$ cat src/rtl/pir_pp_pkg.sv
package pir_pp_pkg;

  typedef enum logic [1:0] {
    PP_SINGLE = 2'd0,
    PP_DUAL   = 2'd1,
    PP_COUNT  = 2'd2,
    PP_OFF    = 2'd3
  } pp_mode_e;

  // Number of events present in one cycle (0, 1 or 2).
  function automatic logic [1:0] rise_weight(input logic a, input logic b);
    return {1'b0, a} + {1'b0, b};
  endfunction

endpackage

$ cat src/rtl/pir_edge_front.sv
module pir_edge_front #(
  parameter int LANES       = 2,
  parameter int SYNC_STAGES = 2
) (
  input  logic             clk,
  input  logic             rst,
  input  logic [LANES-1:0] raw,
  output logic [LANES-1:0] rise
);

  localparam int TOP = SYNC_STAGES - 1;

  for (genvar g = 0; g < LANES; g++) begin : g_lane
    logic [SYNC_STAGES-1:0] chain_q;
    logic                   last_q;

    always_ff @(posedge clk) begin
      if (rst) begin
        chain_q <= '0;
        last_q  <= 1'b0;
      end else begin
        chain_q <= {chain_q[SYNC_STAGES-2:0], raw[g]};
        last_q  <= chain_q[TOP];
      end
    end

    assign rise[g] = chain_q[TOP] & ~last_q;

    AST_RISE_ISOLATED: assert property (@(posedge clk) disable iff (rst)
      rise[g] |=> !rise[g]);
  end

endmodule

$ cat src/rtl/pir_stretch.sv
module pir_stretch #(
  parameter int W = 16
) (
  input  logic         clk,
  input  logic         rst,
  input  logic         clr,
  input  logic         en,
  input  logic         trig,
  input  logic [W-1:0] len,
  output logic         held
);

  logic [W-1:0] remain_q;

  always_ff @(posedge clk) begin
    if (rst || clr || !en)       remain_q <= '0;
    else if (trig)               remain_q <= len;
    else if (remain_q != '0)     remain_q <= remain_q - W'(1);
  end

  assign held = (remain_q != '0);

  AST_STRETCH_RELOAD: assert property (@(posedge clk) disable iff (rst)
    (en && !clr && trig) |=> (remain_q == $past(len)));

  AST_STRETCH_DROP: assert property (@(posedge clk) disable iff (rst)
    (en && !clr && !trig && remain_q == W'(1)) |=> !held);

endmodule

$ cat src/rtl/pir_pulse_window.sv
module pir_pulse_window #(
  parameter int CW = 8,
  parameter int WW = 24
) (
  input  logic          clk,
  input  logic          rst,
  input  logic          clr,
  input  logic          en,
  input  logic [1:0]    inc,
  input  logic [CW-1:0] need,
  input  logic [WW-1:0] win_len,
  output logic          hit,
  output logic          open
);

  localparam int TW = CW + 1;

  logic [CW-1:0] cnt_q;
  logic [WW-1:0] win_q;
  logic          live;
  logic [TW-1:0] total;

  // Count after this cycle's events; a dead window contributes nothing.
  function automatic logic [TW-1:0] running_total(input logic alive,
                                                  input logic [CW-1:0] cur,
                                                  input logic [1:0] add);
    logic [TW-1:0] base;
    base = alive ? {1'b0, cur} : '0;
    return base + TW'(add);
  endfunction

  assign live  = (cnt_q != '0) && (win_q != '0);
  assign total = running_total(live, cnt_q, inc);
  assign hit   = en && (inc != 2'd0) && (total >= {1'b0, need});
  assign open  = (cnt_q != '0);

  always_ff @(posedge clk) begin
    if (rst || clr || !en) begin
      cnt_q <= '0;
      win_q <= '0;
    end else if (live) begin
      cnt_q <= total[CW-1:0];
      win_q <= win_q - WW'(1);
    end else if (inc != 2'd0) begin
      cnt_q <= CW'(inc);
      win_q <= win_len;
    end else begin
      cnt_q <= '0;
      win_q <= '0;
    end
  end

  AST_WIN_EXPIRE: assert property (@(posedge clk) disable iff (rst)
    (en && !clr && cnt_q != '0 && win_q == '0 && inc == 2'd0) |=> (cnt_q == '0));

  AST_WIN_OPEN: assert property (@(posedge clk) disable iff (rst)
    (en && !clr && cnt_q == '0 && inc != 2'd0) |=> (win_q == $past(win_len)));

endmodule

$ cat src/rtl/pir_postproc.sv
module pir_postproc
  import pir_pp_pkg::*;
#(
  parameter int STRETCH_W = 16,
  parameter int CNT_W     = 8,
  parameter int WIN_W     = 24
) (
  input  logic                 clk,
  input  logic                 rst,
  input  logic                 cmp_pos,
  input  logic                 cmp_neg,
  input  logic [1:0]           mode_sel,
  input  logic [STRETCH_W-1:0] stretch_len,
  input  logic [CNT_W-1:0]     pulse_need,
  input  logic [WIN_W-1:0]     window_len,
  output logic                 alarm
);

  localparam int LANES = 2;

  pp_mode_e   mode_in, mode_q;
  logic       mode_chg;
  logic [1:0] rise;
  logic       ev_pos, ev_neg;
  logic       held_pos, held_neg;
  logic       pc_hit, pc_open;
  logic       alarm_d, alarm_q;
  logic       clr_all;
  logic       dual_en, count_en;

  assign mode_in  = pp_mode_e'(mode_sel);
  assign mode_chg = (mode_in != mode_q);

  always_ff @(posedge clk) begin
    mode_q <= mode_in;
  end

  pir_edge_front #(.LANES(LANES), .SYNC_STAGES(2)) u_front (
    .clk  (clk),
    .rst  (rst),
    .raw  ({cmp_neg, cmp_pos}),
    .rise (rise)
  );

  assign ev_pos   = rise[0];
  assign ev_neg   = rise[1];
  assign dual_en  = (mode_q == PP_DUAL);
  assign count_en = (mode_q == PP_COUNT);
  assign clr_all  = mode_chg | alarm_d;

  pir_stretch #(.W(STRETCH_W)) u_hold_pos (
    .clk (clk), .rst (rst), .clr (clr_all), .en (dual_en),
    .trig (ev_pos), .len (stretch_len), .held (held_pos)
  );

  pir_stretch #(.W(STRETCH_W)) u_hold_neg (
    .clk (clk), .rst (rst), .clr (clr_all), .en (dual_en),
    .trig (ev_neg), .len (stretch_len), .held (held_neg)
  );

  pir_pulse_window #(.CW(CNT_W), .WW(WIN_W)) u_count (
    .clk     (clk),
    .rst     (rst),
    .clr     (clr_all),
    .en      (count_en),
    .inc     (rise_weight(ev_pos, ev_neg)),
    .need    (pulse_need),
    .win_len (window_len),
    .hit     (pc_hit),
    .open    (pc_open)
  );

  always_comb begin
    case (mode_q)
      PP_SINGLE: alarm_d = ev_pos | ev_neg;
      PP_DUAL:   alarm_d = held_pos & held_neg;
      PP_COUNT:  alarm_d = pc_hit;
      default:   alarm_d = 1'b0;
    endcase
    if (mode_chg) alarm_d = 1'b0;
  end

  always_ff @(posedge clk) begin
    if (rst) alarm_q <= 1'b0;
    else     alarm_q <= alarm_d;
  end

  assign alarm = alarm_q;

  AST_CLEAR_AFTER_ALARM: assert property (@(posedge clk) disable iff (rst)
    alarm_q |-> (!held_pos && !held_neg && !pc_open));

  AST_MODE_CLEAR: assert property (@(posedge clk) disable iff (rst)
    $past(mode_chg) |-> (!alarm_q && !held_pos && !held_neg && !pc_open));

  AST_SINGLE_CAUSE: assert property (@(posedge clk) disable iff (rst)
    (alarm_q && $past(mode_q) == PP_SINGLE) |-> $past(ev_pos || ev_neg));

  AST_DUAL_BOTH: assert property (@(posedge clk) disable iff (rst)
    (alarm_q && $past(mode_q) == PP_DUAL) |-> $past(held_pos && held_neg));

  AST_OFF_SILENT: assert property (@(posedge clk) disable iff (rst)
    ($past(mode_q) == PP_OFF) |-> !alarm_q);

endmodule

$ cat config.mk
export PLATFORM = sky130hd
export DESIGN_NAME = pir_postproc
export DESIGN_NICKNAME = d
export VERILOG_FILES = /design/src/rtl/pir_pp_pkg.sv /design/src/rtl/pir_edge_front.sv /design/src/rtl/pir_stretch.sv /design/src/rtl/pir_pulse_window.sv /design/src/rtl/pir_postproc.sv
export SDC_FILE = /design/constraint.sdc
export NUM_CORES = 1
export LEC_CHECK = 0
export BUFFER_PORTS_ARGS = -buffer_cell sky130_fd_sc_hd__buf_4
export CAP_MARGIN = 15
export CORE_ASPECT_RATIO = 2
export CORE_UTILIZATION = 53
export CTS_CLUSTER_SIZE = 20
export DETAILED_ROUTE_END_ITERATION = 16
export HOLD_SLACK_MARGIN = 0.15
export PLACE_DENSITY = 0.83
export RECOVER_POWER = 100
export SYNTH_ARGS = -nofsm -noshare
export SYNTH_HDL_FRONTEND = slang
export SYNTH_HIERARCHICAL = 1
export SYNTH_SLANG_ARGS = --single-unit
$ cat constraint.sdc
create_clock -name clk -period 5.1 [get_ports clk]
set_input_delay 1.02 -clock clk [delete_from_list [all_inputs] [get_ports clk]]
set_output_delay 1.02 -clock clk [all_outputs]
set_load 0.05 [all_outputs]
==> results of run 1 <==
## final cells by class
cell class / count / share of cell area (%)
clock buffers: 12 / 5.15
clock inverters: 4 / 0.968
inverters: 24 / 1.74
multi-input cells: 387 / 51.9
flip-flops and latches: 73 / 28.3
well taps: 96 / 2.32
repair buffers: 67 / 9.68
## critical path, stage by stage (launching register included)
cell and delay (ps):
sky130_fd_sc_hd__dfxtp_1 330, sky130_fd_sc_hd__or3_1 390, sky130_fd_sc_hd__or2_2 350, sky130_fd_sc_hd__or3_4 400
sky130_fd_sc_hd__nand2_1 130, sky130_fd_sc_hd__inv_1 50, sky130_fd_sc_hd__ha_1 300, sky130_fd_sc_hd__a21oi_2 80
sky130_fd_sc_hd__nor3b_2 240, sky130_fd_sc_hd__nand3_1 150, sky130_fd_sc_hd__xor2_2 190, sky130_fd_sc_hd__nor2_1 90
sky130_fd_sc_hd__ha_1 340, sky130_fd_sc_hd__nand3_1 110, sky130_fd_sc_hd__or3_1 400, sky130_fd_sc_hd__a31oi_1 180
sky130_fd_sc_hd__nor2b_1 60, sky130_fd_sc_hd__o31a_1 310, sky130_fd_sc_hd__nand3_2 130, sky130_fd_sc_hd__or3b_4 170
sky130_fd_sc_hd__nor2_1 40, sky130_fd_sc_hd__buf_4 180, sky130_fd_sc_hd__nand2_1 70, sky130_fd_sc_hd__o21ai_0 80
## per-stage QoR
| step | std cells | setup slack [ps] |
|---|---|---|
| final | 663 | 195 |
| after global routing | 663 | -70.1 |
| after CTS | 662 | 22.2 |
| after detailed placement | 646 | -34.1 |
| after global placement | 646 | 180 |
| after floorplan | 502 | 364 |
## state kept, by name, indices dropped and copies added, names as in the netlist
signal / count
u_count/win_q: 24
u_hold_neg/remain_q: 16
u_hold_pos/remain_q: 16
u_count/cnt_q: 8
u_front/g_lane.chain_q: 4
mode_q: 2
u_front/g_lane.last_q: 2
alarm: 1
## how the worst min path moves through the flow
stage | slack (ps) | depth (start not counted) | startpoint | endpoint
CTS | 450 | 1 | u_front/g_lane[1].chain_q[0]$_SDFF_PP0_ | u_front/g_lane[1].chain_q[1]$_SDFF_PP0_
global route | 470 | 1 | u_front/g_lane[1].chain_q[0]$_SDFF_PP0_ | u_front/g_lane[1].chain_q[1]$_SDFF_PP0_
detailed placement | 440 | 1 | u_front/g_lane[1].chain_q[0]$_SDFF_PP0_ | u_front/g_lane[1].chain_q[1]$_SDFF_PP0_
global placement | 430 | 1 | u_front/g_lane[1].chain_q[0]$_SDFF_PP0_ | u_front/g_lane[1].chain_q[1]$_SDFF_PP0_
floorplan | 410 | 1 | u_front/g_lane[0].chain_q[0]$_SDFF_PP0_ | u_front/g_lane[0].chain_q[1]$_SDFF_PP0_
finish | 460 | 1 | u_front/g_lane[0].chain_q[0]$_SDFF_PP0_ | u_front/g_lane[0].chain_q[1]$_SDFF_PP0_
## cell families (layout without fill, tap and decap cells)
kind of cell | Yosys count | after routing | share of synthesized area, %
AND/OR/NAND/NOR | 225 | 226 | 31.2
multiplexers | 2 | 2 | 0.466
AO/OA/AOI/OAI | 94 | 94 | 14.6
flip-flops | 73 | 73 | 34.0
adder cells (fa/ha/maj) | 16 | 16 | 4.84
buffers and inverters | 43 | 107 | 4.87
XOR/XNOR | 49 | 49 | 9.99
## power breakdown
group | internal, uW | total, uW | switching (uW)
Combinational | 63.1 | 130 | 66.8
Sequential | 575 | 580 | 4.33
Clock | 417 | 658 | 241
Total | 1060 | 1370 | 312
## cells in the final DEF, fill, tap and decap left out, types with 14 or more instances in the layout
cell / count
sky130_fd_sc_hd__dfxtp_1: 73
sky130_fd_sc_hd__nor2_1: 32
sky130_fd_sc_hd__nand2_1: 52
sky130_fd_sc_hd__ha_1: 15
sky130_fd_sc_hd__nand4_1: 14
sky130_fd_sc_hd__xnor2_1: 33
sky130_fd_sc_hd__buf_4: 62
sky130_fd_sc_hd__inv_1: 24
sky130_fd_sc_hd__nor2b_1: 15
sky130_fd_sc_hd__xor2_1: 14
sky130_fd_sc_hd__o21ai_1: 25
sky130_fd_sc_hd__nor3_1: 18
sky130_fd_sc_hd__a21oi_1: 22
sky130_fd_sc_hd__nand3_1: 32
## synth_stat cells (4+ instances only)
cell type                  number  area [um^2]
sky130_fd_sc_hd__nand2b_1       4         25.0
sky130_fd_sc_hd__o21ai_1       25          125
sky130_fd_sc_hd__nor2_1        32          120
sky130_fd_sc_hd__inv_1         24         90.1
sky130_fd_sc_hd__a21oi_1       23          115
sky130_fd_sc_hd__nand4_1       14         87.6
sky130_fd_sc_hd__nor3_1        18         90.1
sky130_fd_sc_hd__a211oi_2       5         62.6
sky130_fd_sc_hd__o21a_1         4         30.0
sky130_fd_sc_hd__xor2_1        15          131
sky130_fd_sc_hd__nor4_4         6          128
sky130_fd_sc_hd__o21ai_0       10         50.1
sky130_fd_sc_hd__dfxtp_1       73         1460
sky130_fd_sc_hd__xnor2_1       34          298
sky130_fd_sc_hd__clkbuf_1       7         26.3
sky130_fd_sc_hd__nand4b_1       5         43.8
sky130_fd_sc_hd__and2_1         4         25.0
sky130_fd_sc_hd__ha_1          15          188
sky130_fd_sc_hd__nor3b_2        4         50.1
sky130_fd_sc_hd__nand3_1       33          165
sky130_fd_sc_hd__nor2b_1       15         93.8
sky130_fd_sc_hd__or3_1          4         25.0
sky130_fd_sc_hd__nor3b_1        4         30.0
sky130_fd_sc_hd__buf_4          6         45.0
sky130_fd_sc_hd__nand2_1       52          195
sky130_fd_sc_hd__nor4_1        10         62.6
## metal layers
metal	share of wire [%]	track usage, %	vias up
met5	0	0	-
met4	5.5	19.4	0
met3	3.0	5.72	39
met2	58	54.7	110
met1	34	23.9	1881
li1	-	-	1893
## timing repair
action,in CTS,in global routing
pin swaps,0,1
setup endpoints to repair,7,59
gates resized for setup,1,12
hold buffers,0,0
cloned,0,1
==> results.md, run 1 <==
Run status:
- The flow ran to the end, and the final reports show no timing, DRC or antenna violations.

Synthesis:
- Yosys mapped a number of flops with a built-in enable equal to 0.
- The area of the mapped netlist is between 4000 and 5000 um^2.
- The number of cells produced by synthesis is approximately 500.
- The number of nets in the synthesized netlist is 572.
- The count of state elements after synthesis is 73.
- The share of async-settable or async-resettable flops after synthesis is 0%.
- The sequential fraction of the synthesis area is 34.0%.
- The mean instance size in the synthesized netlist is around 8.6 um^2.
- The dominant synthesized flop cell is sky130_fd_sc_hd__dfxtp_1.
- The synthesized netlist contains 55 unique library cells.
- The count of yosys warnings during synthesis is 6.

Global route:
- The via count of the first global-routing pass is 4005.
- The initial antenna violation count is 0.
- The maximum number of pins on one net before global-route repair is 27.
- The overall fraction of global-route tracks in use is 28.1%.
- The wire length of the first global-routing pass is roughly 18 mm.
- Summed over all layers, the global routing overflow is 0.

Clock tree:
- The number of buffers between clock root and the deepest sink is 2.
- TritonCTS built the clock tree.
- The clock latency at the later pin of the worst-skew pair is 340 ps.
- The total clock buffers created by CTS is 9.
- In this run the post-CTS setup repair buffer count came out at 0.
- The H-tree generated during clock tree synthesis spans 3 levels.
- Clock-pin slew was measured on the worst setup and hold paths at ~60 ps.
- CTS placed an instance of sky130_fd_sc_hd__clkbuf_16 at the clock tree root.
- CTS saw 73 sinks.

Floorplan:
- The die span in x is approximately 66 um.
- The core box area is a little under 8000 um^2.
- For this configuration, the core starts out at a cell density of 54.5%.
- The die covers ~8500 um^2.
- During I/O placement, the number of pins put on the boundary was 55.
- In this run the core area contains 46 standard-cell rows.
- The overall die height is 129 um.

Critical path:
- The destination of the critical timing path is u_hold_pos/remain_q[2]$_SDFFE_PP0P_.
- The endpoint identified for the worst register-to-register timing path is u_hold_pos/remain_q[2]$_SDFFE_PP0P_.
- The category of the worst setup path launch point is a register.
- The critical path capture point type is a register.
- Data on the critical path arrives at its endpoint at 5100 ps.
- The largest fanout of any net on the critical path is 11.
- The worst register-to-register path begins at u_count/win_q[21]$_SDFF_PP0_.
- For flop-to-flop paths, the worst setup slack is approximately 200 ps.
- For the worst flop-to-flop path, the logic depth is 23.
- The critical path in this run is classified as reg2reg.
- In this run the worst setup path begins at u_count/win_q[21]$_SDFF_PP0_.
- STA puts the critical path data required time at roughly 5300 ps.

Final layout:
- The utilization of the core after routing is 65.6%.
- The sequential cells in the finished layout cover a total of about 1500 um^2.
- The repair_antennas step left the layout with diodes totalling 0.
- Compared with the post-synthesis result, the final layout area differs by 20.5%.
- The summed area of non-filler cells in the final layout is 5170 um^2.
- At the end of the flow, the number of nets in the layout was between 600 and 700.
- The filler cells instantiated in the layout total around 610.
- The post-route netlist has about 22% of its cells at a drive strength greater than 1.
- The footprint of the multi-input gates is 2680 um^2.

Routing:
- After the first detailed-routing iteration, the DRC count stood at about 280.
- Dividing the detail-routed wire length by the instance count gives approximately 17 um.
- The count of nets left with antenna violations once routing finished came out at 0.
- Detailed routing inserted a total of 3923 vias.
- In the routed design, unresolved DRC markers number 0.
- After detailed routing, the number of vias per cell comes to 5.92.
- The number of detailed-route iterations in the first pass is 5.
- For this block, the routed nets add up to between 10 and 15 mm of wire.

Timing:
- The tightest hold path in the finished design has a slack of 463 ps.
- The final-report max-slew violation count was 0.
- The final period demand of the worst path is between 4000 and 5000 ps.
- For the final routed database, the setup TNS stands at 0 ps.
- The total count of hold-check failures in the final report is 0.
- The clock skew is between 6 and 7 ps.
- Measured against its own limit, the worst slew margin works out to between 50% and 60%.
- At the pin with the least slew margin, the transition time is 744 ps.
- The ratio of final minimum period to clock period is between 90% and 100%.
- Static timing analysis puts the maximum clock frequency at 204 MHz.
- Setup violations remaining at the end of the flow were counted as 0.

Placed design:
- The placement-stage cell area is 4810 um^2.
- The last weighted congestion value of the routability-driven placer is about 0.88.
- The count of buffers from port buffering is 54.
- The final HPWL from detailed placement is 8.52 mm.

Pwr:
- The analysis attributes to cell leakage a power of between 0.002 and 0.0025 uW.
- The maximum resistive drop on vdd is 0.232 mV.
- The cell area power density is between 200 and 300 nW/um^2.
- The design draws roughly 1400 uW.

Hold path:
- The tightest min-delay check is of the reg2reg type.

Run:
- The max-cap violation count is 0.
No activity file was read; power rests on OpenSTA's default activity.
==> inputs of run 2 (changes only) <==
CORE_UTILIZATION = 40   (was 53)
PLACE_DENSITY = 0.67   (was 0.83)
TNS_END_PERCENT = 5   (was default)
==> run 2 against run 1 <==
  * Die area rose by 32%
  * Clock power rose by 2%
  * Highest routed layer unchanged
  * Clock skew fell by 1.1 ps
  * Largest power group unchanged
==> results.md, run 2 (synthesis results as in run 1) <==
Placed design:
- The last weighted congestion value of the routability-driven placer was 0.906 (+2.7%).
- The placement-stage worst setup slack is 14.3 ps (+48.5 ps).
- The count of buffers from port buffering is 54 (unchanged).
- The final HPWL from detailed placement is 8.64 mm (+1.4%).
- The cell count after placement came to 688 (+6.5%).

Final layout:
- The number of nets in the layout was 632 (unchanged).
- The top cell types in the final layout, fill and taps aside, are 73 x sky130_fd_sc_hd__dfxtp_1, 62 x sky130_fd_sc_hd__buf_4, 52 x sky130_fd_sc_hd__nand2_1.
- The number of flip-flops in the largest register came to 24 (unchanged).
- More flip-flops sit in one register than any other, and that register is u_count/win_q.
- Relative to the synthesized area, the layout overhead comes to 20.7%.
- The share of cells above drive strength 1 came to 19.4% (-2.3 points).
- The largest registers in the layout are u_count/win_q: 24 flops, u_hold_neg/remain_q: 16 flops, u_hold_pos/remain_q: 16 flops.
- The post-layout instance count excluding filler cells is 703 (+6.0%).
- The utilization of the core after routing is 49.5% (-16 points).
- The most common cell after layout, fill and taps aside is sky130_fd_sc_hd__dfxtp_1.
- The antenna diode count is 0 (unchanged).

Timing:
- The achievable clock frequency is 210 MHz (+2.8%).
- The total count of hold-check failures in the final report is 0 (unchanged).
- The final-report max-slew violation count is 0 (unchanged).
- The worst slew margin relative to its limit is 47.0% (-3.1 points).
- The worst setup margin is 330 ps (+135 ps).
- The final number of setup-violating endpoints was 0 (unchanged).
- The final period demand of the worst path came to 4770 ps (-135 ps).
- The clock skew is 5.52 ps (-1.14 ps).
- The transition time at the pin with the least slew margin is 790 ps (+46.9 ps).
- The ratio of final minimum period to clock period is 93.5% (-2.7 points).
- The setup TNS after final layout was 0 ps (unchanged).
- Setup repair after global routing left no endpoint under its margin.

Routing:
- The wire length after detailed routing is 11.5 mm (+0.76%).
- The final antenna-violating net count was 0 (unchanged).
- The number of detailed-route iterations in the first pass is 4 (-1).
- The per-cell routed wire length is 16.3 um (-5.0%).
- The DRC marker count from the first detailed-route iteration is 193 (-30%).
- The number of design rule violations left after detail routing was 0 (unchanged).
- The count of vias placed by the detailed router is 3900 (-0.59%).
- The post-detailed-route via-to-cell ratio is 5.55 (-6.2%).

Hold path:
- The worst hold path terminates at u_front/g_lane[0].chain_q[1]$_SDFF_PP0_.
- The type of the tightest min-delay check is reg2reg.
- In this run the most critical hold path is launched from u_front/g_lane[0].chain_q[0]$_SDFF_PP0_.
- The depth of the worst hold-timing path is 1 (unchanged).

Clock tree:
- The total clock buffers created by CTS was 9 (unchanged).
- The clock latency at the later pin of the worst-skew pair is 340 ps (about the same).
- The number of setup buffers added after CTS was 0 (unchanged).
- The tree is rooted in a sky130_fd_sc_hd__clkbuf_16.
- The CTS tree is done.
- The number of clock sinks seen by CTS is 73 (unchanged).
- The number of buffers between clock root and the deepest sink is 2 (unchanged).
- The cts-stage hold buffer count is 0 (unchanged).
- The maximum level of the CTS H-tree is 3 (unchanged).
- The clock-pin slew on the worst setup and hold paths is 60 ps (about the same).

Critical path:
- The arrival time at the worst endpoint is 5020 ps (-80 ps).
- The largest fanout of any net on the critical path was 11 (unchanged).
- The setup path with the least slack is of type reg2reg.
- The slowest stage of the critical path is the sky130_fd_sc_hd__or3_4 cell.
- The path depth of the worst reg2reg path is 21 (-8.7%).
- The count of buffering cells on the critical path with inverters included is 1 (-1).
- In this run the critical register-to-register path is launched from u_count/win_q[21]$_SDFF_PP0_.
- The minimum setup slack among reg-to-reg paths came to 330 ps (+140 ps).
- The worst setup path is captured at a register.
- The critical path goes through or3_1, or2_4, or3_4, and2_1, ha_1, inv_1, fa_1, nor2_1, and3_1, xnor2_2, nor2_1, ha_1, a21o_1, a21oi_1, a31oi_1, nor2b_1, o31a_1, nand3_4, nor3b_1, o211ai_2, o21ai_0.
- The critical path data required time is 5350 ps (+50 ps).
- The capture instance of the worst register-to-register path is u_hold_pos/remain_q[3]$_SDFFE_PP0P_.
- STA classifies the critical path startpoint as a register.
- The delay contributed by the slowest stage of the critical path is 390 ps (about the same).
- In this design, the largest share of critical-path delay is due to simple AND/OR/NAND/NOR gates.

Floorplan:
- The top-level port count is 55 (unchanged).
- The effective utilization at floorplan was 41.0% (-13 points).
- The overall die height is 149 um (+15%).
- The total die area was 11200 um^2 (+32%).
- The number of placement rows is 53 (+15%).
- The core box area was 10500 um^2 (+33%).
- The die span in x was 75.3 um (+15%).

Pwr:
- The maximum resistive drop on vdd is 0.183 mV (-21%).
- The cell area power density is 266 nW/um^2 (+0.70%).
- The post-layout total power is 1380 uW (+0.87%).
- The static power due to leakage is 0.00221 uW (-1.3%).

Global route:
- The via count of the first global-routing pass is 4093 (+2.2%).
- The overall fraction of global-route tracks in use was 21.9% (-6.2 points).
- The remaining global-route overflow is 0 (unchanged).
- The wire length of the first global-routing pass is 18.5 mm (+3.4%).
- The maximum number of pins on one net before global-route repair is 27 (unchanged).
- The initial antenna violation count came to 0 (unchanged).

Run status:
- The flow ran to the end, and the final reports show no timing, DRC or antenna violations.

Run:
- The max-cap violation count is 0 (unchanged).
## run 2: report_power, final
part           switching, uW  total (uW)  internal (uW)
logic                   64.8         128           62.7
clock network            235         673            438
registers               4.22         579            575
## run 2: per-layer routing
layer	routed length, um	vias up	global-route usage [%]
met5	0	-	0
met4	486	0	12.5
met3	481	30	4.74
met2	6400	122	41.4
met1	4100	1851	20.4
li1	-	1897	-
## run 2: per-stage QoR
step | hold slack [ps] | area [um^2]
final | 447 | 5180
after global routing | 472 | 5180
after CTS | 440 | 5190
after detailed placement | 425 | 4870
after global placement | 419 | 4870
after floorplan | 414 | 4290
## run 2: worst max-delay path by stage
stage,to,slack (ps),startpoint,cells past startpoint
3_3_place_gp,u_count/win_q[15]$_SDFF_PP0_,120,u_count/win_q[21]$_SDFF_PP0_,22
6_report,u_hold_pos/remain_q[3]$_SDFFE_PP0P_,330,u_count/win_q[21]$_SDFF_PP0_,21
2_1_floorplan,u_count/cnt_q[0]$_SDFF_PP0_,360,u_count/win_q[4]$_SDFF_PP0_,22
5_1_grt,u_hold_pos/remain_q[4]$_SDFFE_PP0P_,40,u_count/win_q[10]$_SDFF_PP0_,21
4_1_cts,u_hold_pos/remain_q[8]$_SDFFE_PP0P_,40,u_count/win_q[21]$_SDFF_PP0_,23
3_5_place_dp,u_count/win_q[14]$_SDFF_PP0_,10,u_count/win_q[20]$_SDFF_PP0_,22
## run 2: cell type report
class	count	area, um^2
tap	137	171
multi-input combinational	386	2640
inverter	24	90.1
timing repair buffer	68	504
clock buffer	12	246
sequential	73	1460
clock inverter	3	65.1
fill	1059	5300
## run 2: worst register-to-register path: cells and delay by family, from the launching register on
family          cells  cell delay (ps)
compound gates      6             1170
xor+xnor            1              160
fa+ha+maj           3              720
buf+inv             1               70
flops               1              320
simple gates       10             2210
## run 2: repair_timing
action	in CTS	in global routing
endpoints found under the setup margin	1	43
pin swaps	0	2
resized for setup	1	11
